--- src/rtl/crg_pkg.sv ---
package crg_pkg;
  // where the presented reply comes from
  typedef enum logic [1:0] {
    SRC_NONE = 2'd0,
    SRC_PARK = 2'd1,
    SRC_HEAD = 2'd2
  } src_e;
endpackage

--- src/rtl/crg_snoop_tracker.sv ---
module crg_snoop_tracker #(
  parameter int NSNP = 4,
  parameter int IDXW = 8
) (
  input  logic            clk,
  input  logic            rst_n,
  input  logic            alloc_v,
  input  logic [IDXW-1:0] alloc_idx,
  input  logic            free_v,
  input  logic [IDXW-1:0] free_idx,
  input  logic [IDXW-1:0] lk_a_idx,
  output logic            lk_a_hit,
  input  logic [IDXW-1:0] lk_b_idx,
  output logic            lk_b_hit,
  output logic            full,
  output logic [NSNP-1:0] ent_v,
  output logic [IDXW-1:0] ent_idx [NSNP]
);
  logic [NSNP-1:0] empty_oh, rel_oh, rel_hit, a_hit, b_hit;
  logic            got_empty, got_rel;

  // per-entry comparators, all in parallel
  for (genvar g = 0; g < NSNP; g++) begin : g_cmp
    assign rel_hit[g] = ent_v[g] && (ent_idx[g] == free_idx);
    assign a_hit[g]   = ent_v[g] && (ent_idx[g] == lk_a_idx);
    assign b_hit[g]   = ent_v[g] && (ent_idx[g] == lk_b_idx);
  end

  // lowest free slot and lowest matching slot
  always_comb begin
    empty_oh  = '0;
    rel_oh    = '0;
    got_empty = 1'b0;
    got_rel   = 1'b0;
    for (int i = 0; i < NSNP; i++) begin
      if (!ent_v[i] && !got_empty) begin
        empty_oh[i] = 1'b1;
        got_empty   = 1'b1;
      end
      if (rel_hit[i] && !got_rel) begin
        rel_oh[i] = 1'b1;
        got_rel   = 1'b1;
      end
    end
  end

  assign lk_a_hit = |a_hit;
  assign lk_b_hit = |b_hit;
  assign full     = &ent_v;

  for (genvar g = 0; g < NSNP; g++) begin : g_ent
    always_ff @(posedge clk) begin
      if (!rst_n) begin
        ent_v[g]   <= 1'b0;
        ent_idx[g] <= '0;
      end else if (free_v && rel_oh[g]) begin
        ent_v[g] <= 1'b0;
      end else if (alloc_v && empty_oh[g]) begin
        ent_v[g]   <= 1'b1;
        ent_idx[g] <= alloc_idx;
      end
    end
  end


  no_overflow_chk: assert property (@(posedge clk) disable iff (!rst_n)
    alloc_v |-> !full);


  free_same_cycle_chk: assert property (@(posedge clk) disable iff (!rst_n)
    (free_v && got_rel && !alloc_v) |=> ($countones(ent_v) == $past($countones(ent_v)) - 1));


  stray_free_chk: assert property (@(posedge clk) disable iff (!rst_n)
    (free_v && !got_rel && !alloc_v) |=> $stable(ent_v));
endmodule

--- src/rtl/crg_reply_fifo.sv ---
module crg_reply_fifo #(
  parameter int DEPTH = 4,
  parameter int W     = 8
) (
  input  logic         clk,
  input  logic         rst_n,
  input  logic         push,
  input  logic [W-1:0] push_data,
  input  logic         pop,
  output logic [W-1:0] head,
  output logic         empty,
  output logic         full
);
  localparam int AW = (DEPTH > 1) ? $clog2(DEPTH) : 1;
  localparam int CW = $clog2(DEPTH + 1);

  logic [W-1:0]  mem [DEPTH];
  logic [AW-1:0] rd_ptr, wr_ptr;
  logic [CW-1:0] cnt;

  function automatic logic [AW-1:0] nxt(input logic [AW-1:0] p);
    return (p == AW'(DEPTH - 1)) ? '0 : p + 1'b1;
  endfunction

  assign head  = mem[rd_ptr];
  assign empty = (cnt == '0);
  assign full  = (cnt == CW'(DEPTH));

  always_ff @(posedge clk) begin
    if (push) mem[wr_ptr] <= push_data;
  end

  always_ff @(posedge clk) begin
    if (!rst_n) begin
      rd_ptr <= '0;
      wr_ptr <= '0;
      cnt    <= '0;
    end else begin
      if (push) wr_ptr <= nxt(wr_ptr);
      if (pop)  rd_ptr <= nxt(rd_ptr);
      case ({push, pop})
        2'b10:   cnt <= cnt + CW'(1);
        2'b01:   cnt <= cnt - CW'(1);
        default: cnt <= cnt;
      endcase
    end
  end


  no_fifo_overflow_chk: assert property (@(posedge clk) disable iff (!rst_n)
    push |-> !full);


  no_fifo_underflow_chk: assert property (@(posedge clk) disable iff (!rst_n)
    pop |-> !empty);
endmodule

--- src/rtl/crg_reply_select.sv ---
module crg_reply_select
  import crg_pkg::*;
#(
  parameter int IDXW = 8
) (
  input  logic            clk,
  input  logic            rst_n,
  input  logic            head_present,
  input  logic [IDXW-1:0] head_idx,
  input  logic            head_hit,
  input  logic            park_hit,
  output logic [IDXW-1:0] park_idx,
  output logic            pop,
  output logic            srp_valid,
  input  logic            srp_ready,
  output logic [IDXW-1:0] srp_idx
);
  logic park_v, park_ok, head_ok, park_load, stall_q;
  src_e src_now, stall_src_q;

  always_comb begin
    park_ok = park_v && !park_hit;
    head_ok = head_present && !head_hit;
    if (stall_q)      src_now = stall_src_q;
    else if (park_ok) src_now = SRC_PARK;
    else if (head_ok) src_now = SRC_HEAD;
    else              src_now = SRC_NONE;
  end

  assign park_load = (src_now == SRC_NONE) && !park_v && head_present && head_hit;
  assign srp_valid = (src_now != SRC_NONE);
  assign srp_idx   = (src_now == SRC_PARK) ? park_idx : head_idx;
  assign pop       = ((src_now == SRC_HEAD) && srp_ready) || park_load;

  always_ff @(posedge clk) begin
    if (!rst_n) begin
      park_v      <= 1'b0;
      park_idx    <= '0;
      stall_q     <= 1'b0;
      stall_src_q <= SRC_NONE;
    end else begin
      if (park_load) begin
        park_v   <= 1'b1;
        park_idx <= head_idx;
      end else if ((src_now == SRC_PARK) && srp_ready) begin
        park_v <= 1'b0;
      end
      stall_q     <= srp_valid && !srp_ready;
      stall_src_q <= src_now;
    end
  end


  offer_hold_chk: assert property (@(posedge clk) disable iff (!rst_n)
    (srp_valid && !srp_ready) |=> (srp_valid && $stable(srp_idx)));


  park_first_chk: assert property (@(posedge clk) disable iff (!rst_n)
    (park_v && !park_hit && !stall_q) |-> (srp_valid && srp_idx == park_idx));
endmodule

--- src/rtl/crg_owner_model.sv ---
module crg_owner_model #(
  parameter int IDXW = 8
) (
  input  logic            clk,
  input  logic            rst_n,
  input  logic            hand_v,
  input  logic [IDXW-1:0] hand_idx,
  output logic            own_valid,
  output logic [IDXW-1:0] own_idx
);
  always_ff @(posedge clk) begin
    if (!rst_n) begin
      own_valid <= 1'b0;
      own_idx   <= '0;
    end else begin
      own_valid <= hand_v;
      if (hand_v) own_idx <= hand_idx;
    end
  end


  own_follow_chk: assert property (@(posedge clk) disable iff (!rst_n)
    hand_v |=> (own_valid && own_idx == $past(hand_idx)));
endmodule

--- src/rtl/coh_reply_gate.sv ---
module coh_reply_gate #(
  parameter int NSNP   = 4,
  parameter int QDEPTH = 4,
  parameter int IDXW   = 8
) (
  input  logic            clk,
  input  logic            rst_n,
  input  logic            snp_req_valid,
  output logic            snp_req_ready,
  input  logic [IDXW-1:0] snp_req_idx,
  input  logic            snp_rsp_valid,
  input  logic [IDXW-1:0] snp_rsp_idx,
  input  logic            prq_valid,
  output logic            prq_ready,
  input  logic [IDXW-1:0] prq_idx,
  output logic            srp_valid,
  input  logic            srp_ready,
  output logic [IDXW-1:0] srp_idx,
  output logic            own_valid,
  output logic [IDXW-1:0] own_idx
);
  logic            trk_full, head_hit, park_hit, q_empty, q_full, q_pop;
  logic [IDXW-1:0] head_idx, park_idx;
  logic [NSNP-1:0] ent_v;
  logic [IDXW-1:0] ent_idx [NSNP];
  logic            snp_fire, prq_fire, srp_fire;

  // a snoop may not open on the index being handed over right now
  assign snp_req_ready = !trk_full && !(srp_valid && (srp_idx == snp_req_idx));
  assign prq_ready     = !q_full;
  assign snp_fire      = snp_req_valid && snp_req_ready;
  assign prq_fire      = prq_valid && prq_ready;
  assign srp_fire      = srp_valid && srp_ready;

  crg_snoop_tracker #(.NSNP(NSNP), .IDXW(IDXW)) u_trk (
    .clk(clk), .rst_n(rst_n),
    .alloc_v(snp_fire), .alloc_idx(snp_req_idx),
    .free_v(snp_rsp_valid), .free_idx(snp_rsp_idx),
    .lk_a_idx(park_idx), .lk_a_hit(park_hit),
    .lk_b_idx(head_idx), .lk_b_hit(head_hit),
    .full(trk_full), .ent_v(ent_v), .ent_idx(ent_idx)
  );

  crg_reply_fifo #(.DEPTH(QDEPTH), .W(IDXW)) u_q (
    .clk(clk), .rst_n(rst_n),
    .push(prq_fire), .push_data(prq_idx), .pop(q_pop),
    .head(head_idx), .empty(q_empty), .full(q_full)
  );

  crg_reply_select #(.IDXW(IDXW)) u_sel (
    .clk(clk), .rst_n(rst_n),
    .head_present(!q_empty), .head_idx(head_idx), .head_hit(head_hit),
    .park_hit(park_hit), .park_idx(park_idx), .pop(q_pop),
    .srp_valid(srp_valid), .srp_ready(srp_ready), .srp_idx(srp_idx)
  );

  crg_owner_model #(.IDXW(IDXW)) u_own (
    .clk(clk), .rst_n(rst_n),
    .hand_v(srp_fire), .hand_idx(srp_idx),
    .own_valid(own_valid), .own_idx(own_idx)
  );

  // open-window monitor over the tracker contents
  logic window_clash;
  always_comb begin
    window_clash = 1'b0;
    for (int i = 0; i < NSNP; i++)
      if (ent_v[i] && ent_idx[i] == srp_idx) window_clash = 1'b1;
  end


  no_conflict_reply_chk: assert property (@(posedge clk) disable iff (!rst_n)
    srp_fire |-> !window_clash);


  snoop_vs_offer_chk: assert property (@(posedge clk) disable iff (!rst_n)
    (snp_fire && srp_valid) |-> (snp_req_idx != srp_idx));
endmodule

--- config.mk ---
export PLATFORM = sky130hd
export DESIGN_NAME = coh_reply_gate
export DESIGN_NICKNAME = d
export VERILOG_FILES = /design/src/rtl/crg_pkg.sv /design/src/rtl/crg_snoop_tracker.sv /design/src/rtl/crg_reply_fifo.sv /design/src/rtl/crg_reply_select.sv /design/src/rtl/crg_owner_model.sv /design/src/rtl/coh_reply_gate.sv
export SDC_FILE = /design/constraint.sdc
export NUM_CORES = 1
export LEC_CHECK = 0
export BUFFER_PORTS_ARGS = -buffer_cell sky130_fd_sc_hd__clkbuf_2
export CAP_MARGIN = 25
export CELL_PAD_IN_SITES_DETAIL_PLACEMENT = 1
export CELL_PAD_IN_SITES_GLOBAL_PLACEMENT = 2
export CORE_MARGIN = 2
export CORE_UTILIZATION = 39
export DETAILED_ROUTE_END_ITERATION = 6
export PLACE_DENSITY_LB_ADDON = 0.1
export SYNTH_ARGS = -nofsm -noshare
export SYNTH_HDL_FRONTEND = slang
export SYNTH_SLANG_ARGS = --single-unit
--- constraint.sdc ---
create_clock -name clk -period 5.15 [get_ports clk]
set_input_delay 0.2575 -clock clk [delete_from_list [all_inputs] [get_ports clk]]
set_output_delay 0.2575 -clock clk [all_outputs]
set_load 0.05 [all_outputs]
==> out/metrics.csv, run 1 <==
stage,metric,value,unit
outcome,run status,"finished, final reports clean",
run,max cap viols,0,
synthesis,compound-gate portion of the synthesized area,5.44,%
floorplanning,die area,14800,um^2
clocking,cts repair resizes,0,
layout,Post-Layout Cell Count,742,
power_and_ir_drop,Leakage,0.00245,uW
worst_setup_path,Required @ worst endpoint,4.89,ns
synthesis,number of flops mapped to enable cells by yosys,32,
route,total wire length,15.7,mm
synthesis,simple-gate portion of the synthesized area,13.8,%
synthesis,Synth warnings,0,
clocking,CTS Hold Bufs,0,
synthesis,dominant cells by area after synthesis,"dfxtp_1 24%, edfxtp_1 18%, xor2_1 9.1%",
placement,Port-buffer cells,49,
placement,"worst slack, placed",0.651,ns
clocking,worst-case clock buffer depth,2,
power_and_ir_drop,Psw,1020,uW
layout,final instance area,5990,um^2
synthesis,fraction of registers with async set/reset,0,%
synthesis,top post-synthesis cells by count,"66 x dfxtp_1, 56 x nand2_1, 56 x xor2_1",
route,initial DRC count,231,
worst_setup_path,Buf/Inv on CP,1,
route,DRT antenna net count,0,
synthesis,Cells after Synth,532,
timing,Slew @ Worst Pin,0.835,ns
floorplanning,# rows,43,
synthesis,Main synth FF type,dfxtp_1,
clocking,clock slew at reported path FFs,0.07,ns
worst_setup_path,CP Data Arrival Time,4.29,ns
synthesis,largest area contributor in the netlist,dfxtp_1,
synthesis,#FFs+latches synth,98,
hold_path,Worst Hold Launch,prq_idx[4],
layout,area grow syn2layout,10.8,%
timing,FMAX,0.220,GHz
route,DRC errors left,0,
timing,Total Neg Setup Slack,0,ns
synthesis,register area share after synthesis,42.2,%
worst_setup_path,R2R Setup Slk,0.69,ns
worst_setup_path,crit end category,output port,
synthesis,average size of a mapped cell,10.2,um^2
route,DR WL/cell,21.2,um
clocking,H-Tree Depth,3,
layout,layout cells sized above 1,17.3,%
hold_path,worst hold path endpoint,u_q.mem[0][4],
power_and_ir_drop,clock group share of total power,25.3,%
clocking,CTS tree,yes,
hold_path,hold path depth,1,
synthesis,Yosys top cell area share,24.4,%
synthesis,post-synthesis adder-cell area fraction,1.76,%
timing,fin crit period,4.55,ns
timing,final worst slack,0.599,ns
worst_setup_path,startpoint types,flop,
synthesis,post-synthesis net count,569,
synthesis,"count leader, synth",dfxtp_1,
placement,gpl congestion,0.912,
worst_setup_path,"CP delay by family, top",compound AO/OA/AOI/OAI gates,
power_and_ir_drop,Comb pwr share,36.2,%
worst_setup_path,CP max stage delay,0.82,ns
floorplanning,I/O pin cnt,50,
synthesis,post-synthesis cell type count,46,
global_route,first-pass GRT wire length,25.0,mm
layout,nets@finish,594,
timing,Slew Limit Fails,0,
floorplanning,Die Span Y,122,um
synthesis,largest family of logic cells by synthesized area,XOR/XNOR gates,
synthesis,mux contribution to synthesized area,14.3,%
power_and_ir_drop,switching share of total power,40.1,%
floorplanning,Die Width,122,um
clocking,clk root buf,clkbuf_16,
synthesis,Netlist Area Pre-Place,5410,um^2
clocking,postcts setup bufs,0,
timing,clk_skew,0.00901,ns
placement,DP HPWL,12.0,mm
layout,# diodes,0,
timing,Rel. slew slack,44.0,%
timing,Final Cycle Share,88.4,%
route,1st-pass router iterations,4,
global_route,Global Route Usage Sum,23.0,%
route,DR vias,4000,
global_route,largest net degree at the start of global routing,47,
power_and_ir_drop,P_int,1530,uW
timing,unrepaired setup endpoints after global routing,false,
clocking,clk sinks,98,
floorplanning,Initial Util,39.4,%
worst_setup_path,Register-to-Register Path Depth,14,
power_and_ir_drop,sequential power share,38.4,%
worst_setup_path,Crit-path slowest cell,dfxtp_1,
worst_setup_path,Critical R2R Capture,u_q.cnt[2],
clocking,Clock Latency Late Sink,0.36,ns
worst_setup_path,CP Class,flop to output port,
clocking,cts bufs inserted,9,
timing,Finish-stage setup viols,0,
global_route,initial antenna violation count,0,
synthesis,XOR/XNOR Fraction of Synth Area,17.8,%
power_and_ir_drop,pwr/cell area,425,nW/um^2
timing,"Hold Vio Cnt, Final",0,
layout,final core area utilization,43.7,%
worst_setup_path,CP max FO,16,
global_route,vias in the first global route,4290,
power_and_ir_drop,peak supply drop,0.322,mV
global_route,gr ovfl total,0,
floorplanning,core box area,13700,um^2
placement,DP Cell Count,726,
worst_setup_path,crit-path most repeated cell,a2111oi_2,
worst_setup_path,"critical path, cell by cell",mux4_2 > xnor2_1 > nand4_1 > a2111oi_2 > a2111oi_2 > a22oi_2 > mux2i_1 > o2111ai_2 > a21boi_0 > clkbuf_2,
route,drt via density,5.39,
placement,Placed Instance Area,5710,um^2
hold_path,Hold Path Class,primary input to flop,
==> cell type report <==
cell class / instances / area (um^2)
clock buffers: 10 / 229
clock inverters: 6 / 50.0
fillers: 1566 / 7730
inverters: 15 / 56.3
multi-input cells: 381 / 2880
flip-flops and latches: 98 / 2280
well taps: 180 / 225
repair buffers: 52 / 268
==> layout by cell type (no fill, tap or decap), types with 3 or more instances in the layout <==
| cell | instances |
|---|---|
| nor4_1 | 9 |
| clkbuf_16 | 9 |
| nand3_1 | 10 |
| nand2_1 | 56 |
| mux4_2 | 8 |
| and3_1 | 6 |
| o21ai_0 | 6 |
| mux2i_1 | 48 |
| a2111oi_2 | 5 |
| nand4_1 | 14 |
| or3_1 | 4 |
| a21oi_1 | 18 |
| xor2_1 | 56 |
| buf_4 | 3 |
| nor2_1 | 30 |
| clkbuf_2 | 49 |
| mux2_2 | 9 |
| edfxtp_1 | 32 |
| nor3_1 | 18 |
| inv_1 | 13 |
| ha_1 | 6 |
| dfxtp_1 | 66 |
| xnor2_1 | 54 |
==> metal layers <==
metal	vias up	track usage, %	share of wire (%)
met3	33	5.29	4.6
met4	0	7.61	2.2
met2	95	38.2	48
met1	1982	29.5	45
met5	-	0	0
li1	1890	-	-
==> worst reg2reg max path: stages, from the launching register on <==
cell and delay, ns:
dfxtp_1 0.82, mux4_2 0.73, xnor2_1 0.18, nand4_1 0.12, a2111oi_2 0.05, a2111oi_2 0.62
a22oi_2 0.16, nor3b_1 0.20, or2_2 0.18, ha_1 0.20, inv_1 0.07, fa_1 0.43
xor2_1 0.16, or3_1 0.30, a21oi_1 0.13
==> power groups by stage <==
stage	logic (uW)	clock network [uW]	registers (uW)
final	924	646	980
after global routing	1010	692	995
after CTS	937	663	982
after detailed placement	932	0	998
after global placement	921	0	995
after floorplan	669	0	1050
==> metrics by stage <==
| step | power [uW] | hold WS (ns) |
|---|---|---|
| 2_1_floorplan | 1720 | 0.356 |
| 5_1_grt | 2690 | 0.112 |
| 3_3_place_gp | 1920 | 0.474 |
| 3_5_place_dp | 1930 | 0.480 |
| 6_report | 2550 | 0.115 |
| 4_1_cts | 2580 | 0.103 |
==> worst max-delay path by stage <==
| stage | slack (ns) | depth (start not counted) | to | startpoint |
|---|---|---|---|---|
| 3_3_place_gp | 0.74 | 14 | u_q.cnt[2] | flop |
| 4_1_cts | 0.52 | 10 | snp_req_ready | flop |
| 2_1_floorplan | 1.32 | 11 | snp_req_ready | flop |
| 5_1_grt | 0.27 | 10 | snp_req_ready | flop |
| 6_report | 0.60 | 10 | snp_req_ready | flop |
| 3_5_place_dp | 0.65 | 14 | u_q.cnt[2] | flop |
==> cells by family after synthesis <==
group,after synthesis
xor gates and xnor gates,110
AOI/OAI and AO/OA,40
DFF,98
adders and majority gates,7
muxes,66
buffers and inverters,53
and+or+nand+nor,158
==> registers in the layout (all words and copies together), names as in the netlist, named ones only <==
signal / cells
u_sel.stall_src_q: 2
u_trk.ent_v: 4
u_trk.ent_idx: 32
u_q.cnt: 3
u_sel.stall_q: 1
u_sel.park_v: 1
u_q.mem: 32
u_own.own_valid: 1
u_q.rd_ptr: 2
u_own.own_idx: 8
u_sel.park_idx: 8
u_q.wr_ptr: 2
Note: power is estimated with default switching activity, not from simulation.
==> inputs of run 2 (changes only) <==
PLACE_DENSITY_LB_ADDON = 0.3   (was 0.1)
==> run 2 against run 1 <==
Sequential share of layout area fell by 0.20 points. Largest power group unchanged. Clock skew fell by 0.00056 ns. Count of clock-buffer cells in the layout did not move. Non-clock buffer count rose by 1. Largest cell class unchanged. Fmax rose by 1.3%.
==> out/metrics.csv, run 2 (same netlist as run 1, synthesis figures left out) <==
stage,metric,value,unit
worst_setup_path,Crit-path slowest cell,dfxtp_1,
timing,Rel. slew slack,44.5,%
layout,most frequent cells in the layout,"66 x dfxtp_1, 56 x xor2_1, 56 x nand2_1",
power_and_ir_drop,peak supply drop,0.322,mV
timing,Slew Limit Fails,0,
timing,Slew @ Worst Pin,0.828,ns
global_route,initial antenna violation count,0,
clocking,CTS tree,yes,
worst_setup_path,startpoint types,flop,
timing,"Hold Vio Cnt, Final",0,
worst_setup_path,CP max stage delay,0.82,ns
layout,layout cells sized above 1,17.4,%
worst_setup_path,R2R Setup Slk,0.67,ns
route,total wire length,15.7,mm
global_route,first-pass GRT wire length,24.6,mm
timing,worst hold margin,0.126,ns
route,drt via density,5.29,
clocking,clk sinks,98,
layout,area grow syn2layout,11.4,%
timing,Total Neg Setup Slack,0,ns
worst_setup_path,Register-to-Register Path Depth,13,
power_and_ir_drop,Leakage,0.00247,uW
worst_setup_path,CP max FO,16,
timing,final worst slack,0.660,ns
hold_path,Worst Hold Launch,prq_idx[1],
route,DR WL/cell,21.1,um
clocking,cts bufs inserted,9,
clocking,clock slew at reported path FFs,0.07,ns
global_route,gr ovfl total,0,
hold_path,Hold Path Class,primary input to flop,
route,DRC errors left,0,
route,DRT antenna net count,0,
power_and_ir_drop,total design power,2610,uW
floorplanning,Initial Util,39.4,%
worst_setup_path,Required @ worst endpoint,4.89,ns
clocking,postcts setup bufs,0,
global_route,Global Route Usage Sum,22.6,%
worst_setup_path,"critical path, cell by cell",mux4_2 > xor2_1 > nor4_1 > a2111oi_2 > a22oi_2 > mux2i_1 > o2111ai_2 > a21boi_0 > clkbuf_2,
clocking,CTS Hold Bufs,0,
power_and_ir_drop,pwr/cell area,432,nW/um^2
hold_path,hold path depth,1,
layout,Fillers,1559,
route,DR vias,3929,
timing,unrepaired setup endpoints after global routing,false,
timing,clk_skew,0.00845,ns
floorplanning,core box area,13700,um^2
layout,"commonest non-fill, non-tap cell in the layout",dfxtp_1,
outcome,run status,"finished, final reports clean",
layout,nets@finish,595,
floorplanning,I/O pin cnt,50,
floorplanning,Die Span Y,122,um
hold_path,worst hold path endpoint,u_q.mem[1][1],
global_route,largest net degree at the start of global routing,47,
worst_setup_path,Critical R2R Capture,u_q.cnt[2],
placement,gpl congestion,0.889,
worst_setup_path,crit end category,output port,
clocking,H-Tree Depth,3,
timing,FMAX,0.223,GHz
timing,Finish-stage setup viols,0,
run,max cap viols,0,
layout,# diodes,0,
clocking,cts repair resizes,0,
placement,"worst slack, placed",0.557,ns
floorplanning,# rows,43,
clocking,Clock Latency Late Sink,0.36,ns
placement,DP HPWL,12.0,mm
layout,final core area utilization,43.9,%
worst_setup_path,CP Data Arrival Time,4.23,ns
route,initial DRC count,204,
timing,fin crit period,4.49,ns
timing,Final Cycle Share,87.2,%
layout,leading registers by flop count,"u_q.mem x32, u_trk.ent_idx x32",
clocking,clk root buf,clkbuf_16,
floorplanning,die area,14800,um^2
clocking,worst-case clock buffer depth,2,
placement,Port-buffer cells,49,
floorplanning,Die Width,122,um
route,1st-pass router iterations,4,
global_route,vias in the first global route,4196,
worst_setup_path,CP Class,flop to output port,
run 2: routing by layer:
layer	global-route usage (%)	wire, um	part of all wire (%)
met5	0	0	0
met4	5.39	153	0.97
met3	4.40	685	4.4
met2	37.8	7700	49
met1	30.1	7180	46
run 2: worst max-delay path: cells and delay by family, from the launching register on:
| family | cells | cell delay (ns) |
|---|---|---|
| xor+xnor | 1 | 0.20 |
| flops | 1 | 0.82 |
| mux | 2 | 0.87 |
| buf+inv | 1 | 0.31 |
| compound gates | 4 | 1.17 |
| simple gates | 1 | 0.50 |
run 2: worst max path at each step:
stage / from / endpoint / slack [ns] / depth (start not counted)
floorplan: flop / snp_req_ready / 1.32 / 11
global placement: flop / u_q.cnt[2] / 0.76 / 14
detailed placement: flop / u_q.cnt[2] / 0.56 / 13
CTS: flop / u_q.cnt[2] / 0.54 / 13
global route: flop / u_q.cnt[2] / 0.24 / 14
finish: flop / snp_req_ready / 0.66 / 9
run 2: through the flow:
step | instance area [um^2] | cells
after global placement | 5720 | 727
after floorplan | 5410 | 532
after detailed placement | 5720 | 727
final | 6020 | 743
after global routing | 6020 | 743
after CTS | 6020 | 743
run 2: area by class of cell:
type	instances	area, um^2	share of cell area (%)
tap	180	225	3.74
sequential	98	2280	37.9
clock inverter	6	73.8	1.23
multi-input combinational	381	2880	47.9
timing repair buffer	53	275	4.57
clock buffer	10	229	3.80
inverter	15	56.3	0.935
run 2: power breakdown:
| group | total, uW | internal [uW] | switching (uW) |
|---|---|---|---|
| Sequential | 976 | 886 | 90.0 |
| Clock | 696 | 384 | 312 |
| Combinational | 933 | 307 | 626 |
| Total | 2610 | 1580 | 1030 |
==> inputs of run 3 (changes only) <==
CORE_ASPECT_RATIO = 0.6   (was unset)
==> run 3 against run 2 <==
Fmax decreased by 3.4%. Non-clock buffer count decreased by 1. Cell area decreased by 0.33%. Count of clock-buffer cells in the layout decreased by 1. Global-route usage increased by 0.92 points. Combinational power increased by 2.6%. Critical path depth increased by 1. Cell count decreased by 0.81%. Worst hold slack got worse by 0.0066 ns. Die area increased by 0.21%. Highest routed layer unchanged.
==> out/metrics.csv, run 3 (same netlist as run 1, synthesis figures left out) <==
stage,metric,value,unit
clocking,cts repair resizes,0,
clocking,clk root buf,clkbuf_16,
worst_setup_path,CP Class,flop to output port,
layout,# diodes,0,
power_and_ir_drop,pwr/cell area,436,nW/um^2
clocking,CTS tree,yes,
layout,"commonest non-fill, non-tap cell in the layout",dfxtp_1,
floorplanning,Die Span Y,95.2,um
timing,clk_skew,0.0111,ns
floorplanning,die area,14900,um^2
layout,layout cells sized above 1,17.4,%
layout,final instance area,6000,um^2
worst_setup_path,Required @ worst endpoint,4.89,ns
worst_setup_path,CP max FO,16,
layout,leading registers by flop count,"u_q.mem x32, u_trk.ent_idx x32",
route,total wire length,16.8,mm
floorplanning,Initial Util,39.8,%
floorplanning,core box area,13600,um^2
hold_path,Hold Path Class,primary input to flop,
clocking,clock slew at reported path FFs,0.08,ns
layout,Post-Layout Cell Count,737,
timing,unrepaired setup endpoints after global routing,false,
worst_setup_path,crit end category,output port,
run,max cap viols,0,
placement,gpl congestion,0.869,
timing,Slew Limit Fails,0,
global_route,gr ovfl total,0,
route,DR WL/cell,22.7,um
power_and_ir_drop,P_int,1540,uW
clocking,worst-case clock buffer depth,2,
timing,Rel. slew slack,45.1,%
clocking,H-Tree Depth,3,
global_route,vias in the first global route,4065,
route,DRT antenna net count,0,
layout,register area,2280,um^2
outcome,run status,"finished, final reports clean",
timing,worst hold margin,0.119,ns
floorplanning,# rows,33,
timing,Total Neg Setup Slack,0,ns
global_route,initial antenna violation count,0,
timing,Finish-stage setup viols,0,
power_and_ir_drop,peak supply drop,0.180,mV
route,DR vias,3999,
layout,Fillers,1527,
power_and_ir_drop,switching share of total power,41.3,%
global_route,first-pass GRT wire length,25.6,mm
clocking,cts bufs inserted,9,
clocking,postcts setup bufs,0,
worst_setup_path,CP Data Arrival Time,4.39,ns
clocking,CTS Hold Bufs,0,
clocking,clk sinks,98,
layout,multi-input logic area,2880,um^2
layout,nets@finish,594,
timing,Final Cycle Share,90.2,%
timing,"Hold Vio Cnt, Final",0,
route,1st-pass router iterations,4,
layout,most frequent cells in the layout,"66 x dfxtp_1, 56 x xor2_1, 56 x nand2_1",
clocking,Clock Latency Late Sink,0.35,ns
timing,FMAX,0.215,GHz
worst_setup_path,startpoint types,flop,
power_and_ir_drop,clock group share of total power,26.1,%
hold_path,Worst Hold Launch,prq_idx[2],
placement,Placed Instance Area,5710,um^2
placement,DP HPWL,13.0,mm
route,initial DRC count,272,
route,DRC errors left,0,
floorplanning,Die Width,156,um
layout,area grow syn2layout,11.0,%
placement,DP Cell Count,721,
global_route,Global Route Usage Sum,23.5,%
placement,Port-buffer cells,49,
timing,fin crit period,4.65,ns
timing,Slew @ Worst Pin,0.821,ns
global_route,largest net degree at the start of global routing,47,
power_and_ir_drop,Psw,1080,uW
floorplanning,I/O pin cnt,50,
power_and_ir_drop,sequential power share,37.4,%
power_and_ir_drop,Comb pwr share,36.5,%
power_and_ir_drop,Leakage,0.00247,uW
route,drt via density,5.43,
==> run 3: power by group through the flow <==
| stage | sequential [uW] | combinational, uW | clock [uW] |
|---|---|---|---|
| 2_1_floorplan | 1050 | 669 | 0 |
| 3_3_place_gp | 990 | 937 | 0 |
| 3_5_place_dp | 997 | 958 | 0 |
| 4_1_cts | 980 | 963 | 699 |
| 5_1_grt | 995 | 1030 | 728 |
| 6_report | 979 | 957 | 683 |
==> run 3: metrics by stage <==
stage / setup WS [ns] / util [%] / total power [uW]
floorplan: 1.32 / - / 1720
global placement: 0.747 / 42.0 / 1930
detailed placement: 0.589 / 42.0 / 1950
CTS: 0.501 / 44.2 / 2640
global route: 0.242 / 44.2 / 2750
finish: 0.503 / 44.2 / 2620
==> run 3: layout make-up <==
type / instances / area share (%)
clock inverters: 7 / 1.19
flip-flops and latches: 98 / 38.0
well taps: 175 / 3.65
repair buffers: 52 / 4.46
clock buffers: 9 / 3.75
inverters: 15 / 0.938
multi-input cells: 381 / 48.0
==> run 3: worst paths after layout <==
kind	end	slack, ns	cells past startpoint
hold / removal	u_q.mem[0][2]	0.12	1
setup reg to reg	u_trk.ent_idx[22]	0.61	10
setup / recovery	snp_req_ready	0.50	10
hold reg to reg	u_own.own_idx[2]	0.52	2
==> run 3: critical path: stages (launching register included) <==
cell and delay, ns:
dfxtp_1 0.83, mux4_2 0.75, xnor2_1 0.19, nand4_1 0.13, a2111oi_2 0.06, a2111oi_2 0.57
a21oi_1 0.26, nor4_2 0.46, o2111ai_2 0.32, a21boi_0 0.22, clkbuf_2 0.26
==> run 3: metal layers <==
metal	share of wire (%)	wire, um	GRT usage (%)	up-vias
met5	0	0	0	-
met2	43	7140	35.2	83
met1	52	8690	35.4	2023
met4	0.71	119	4.20	0
met3	4.9	819	4.73	11
li1	-	-	-	1882
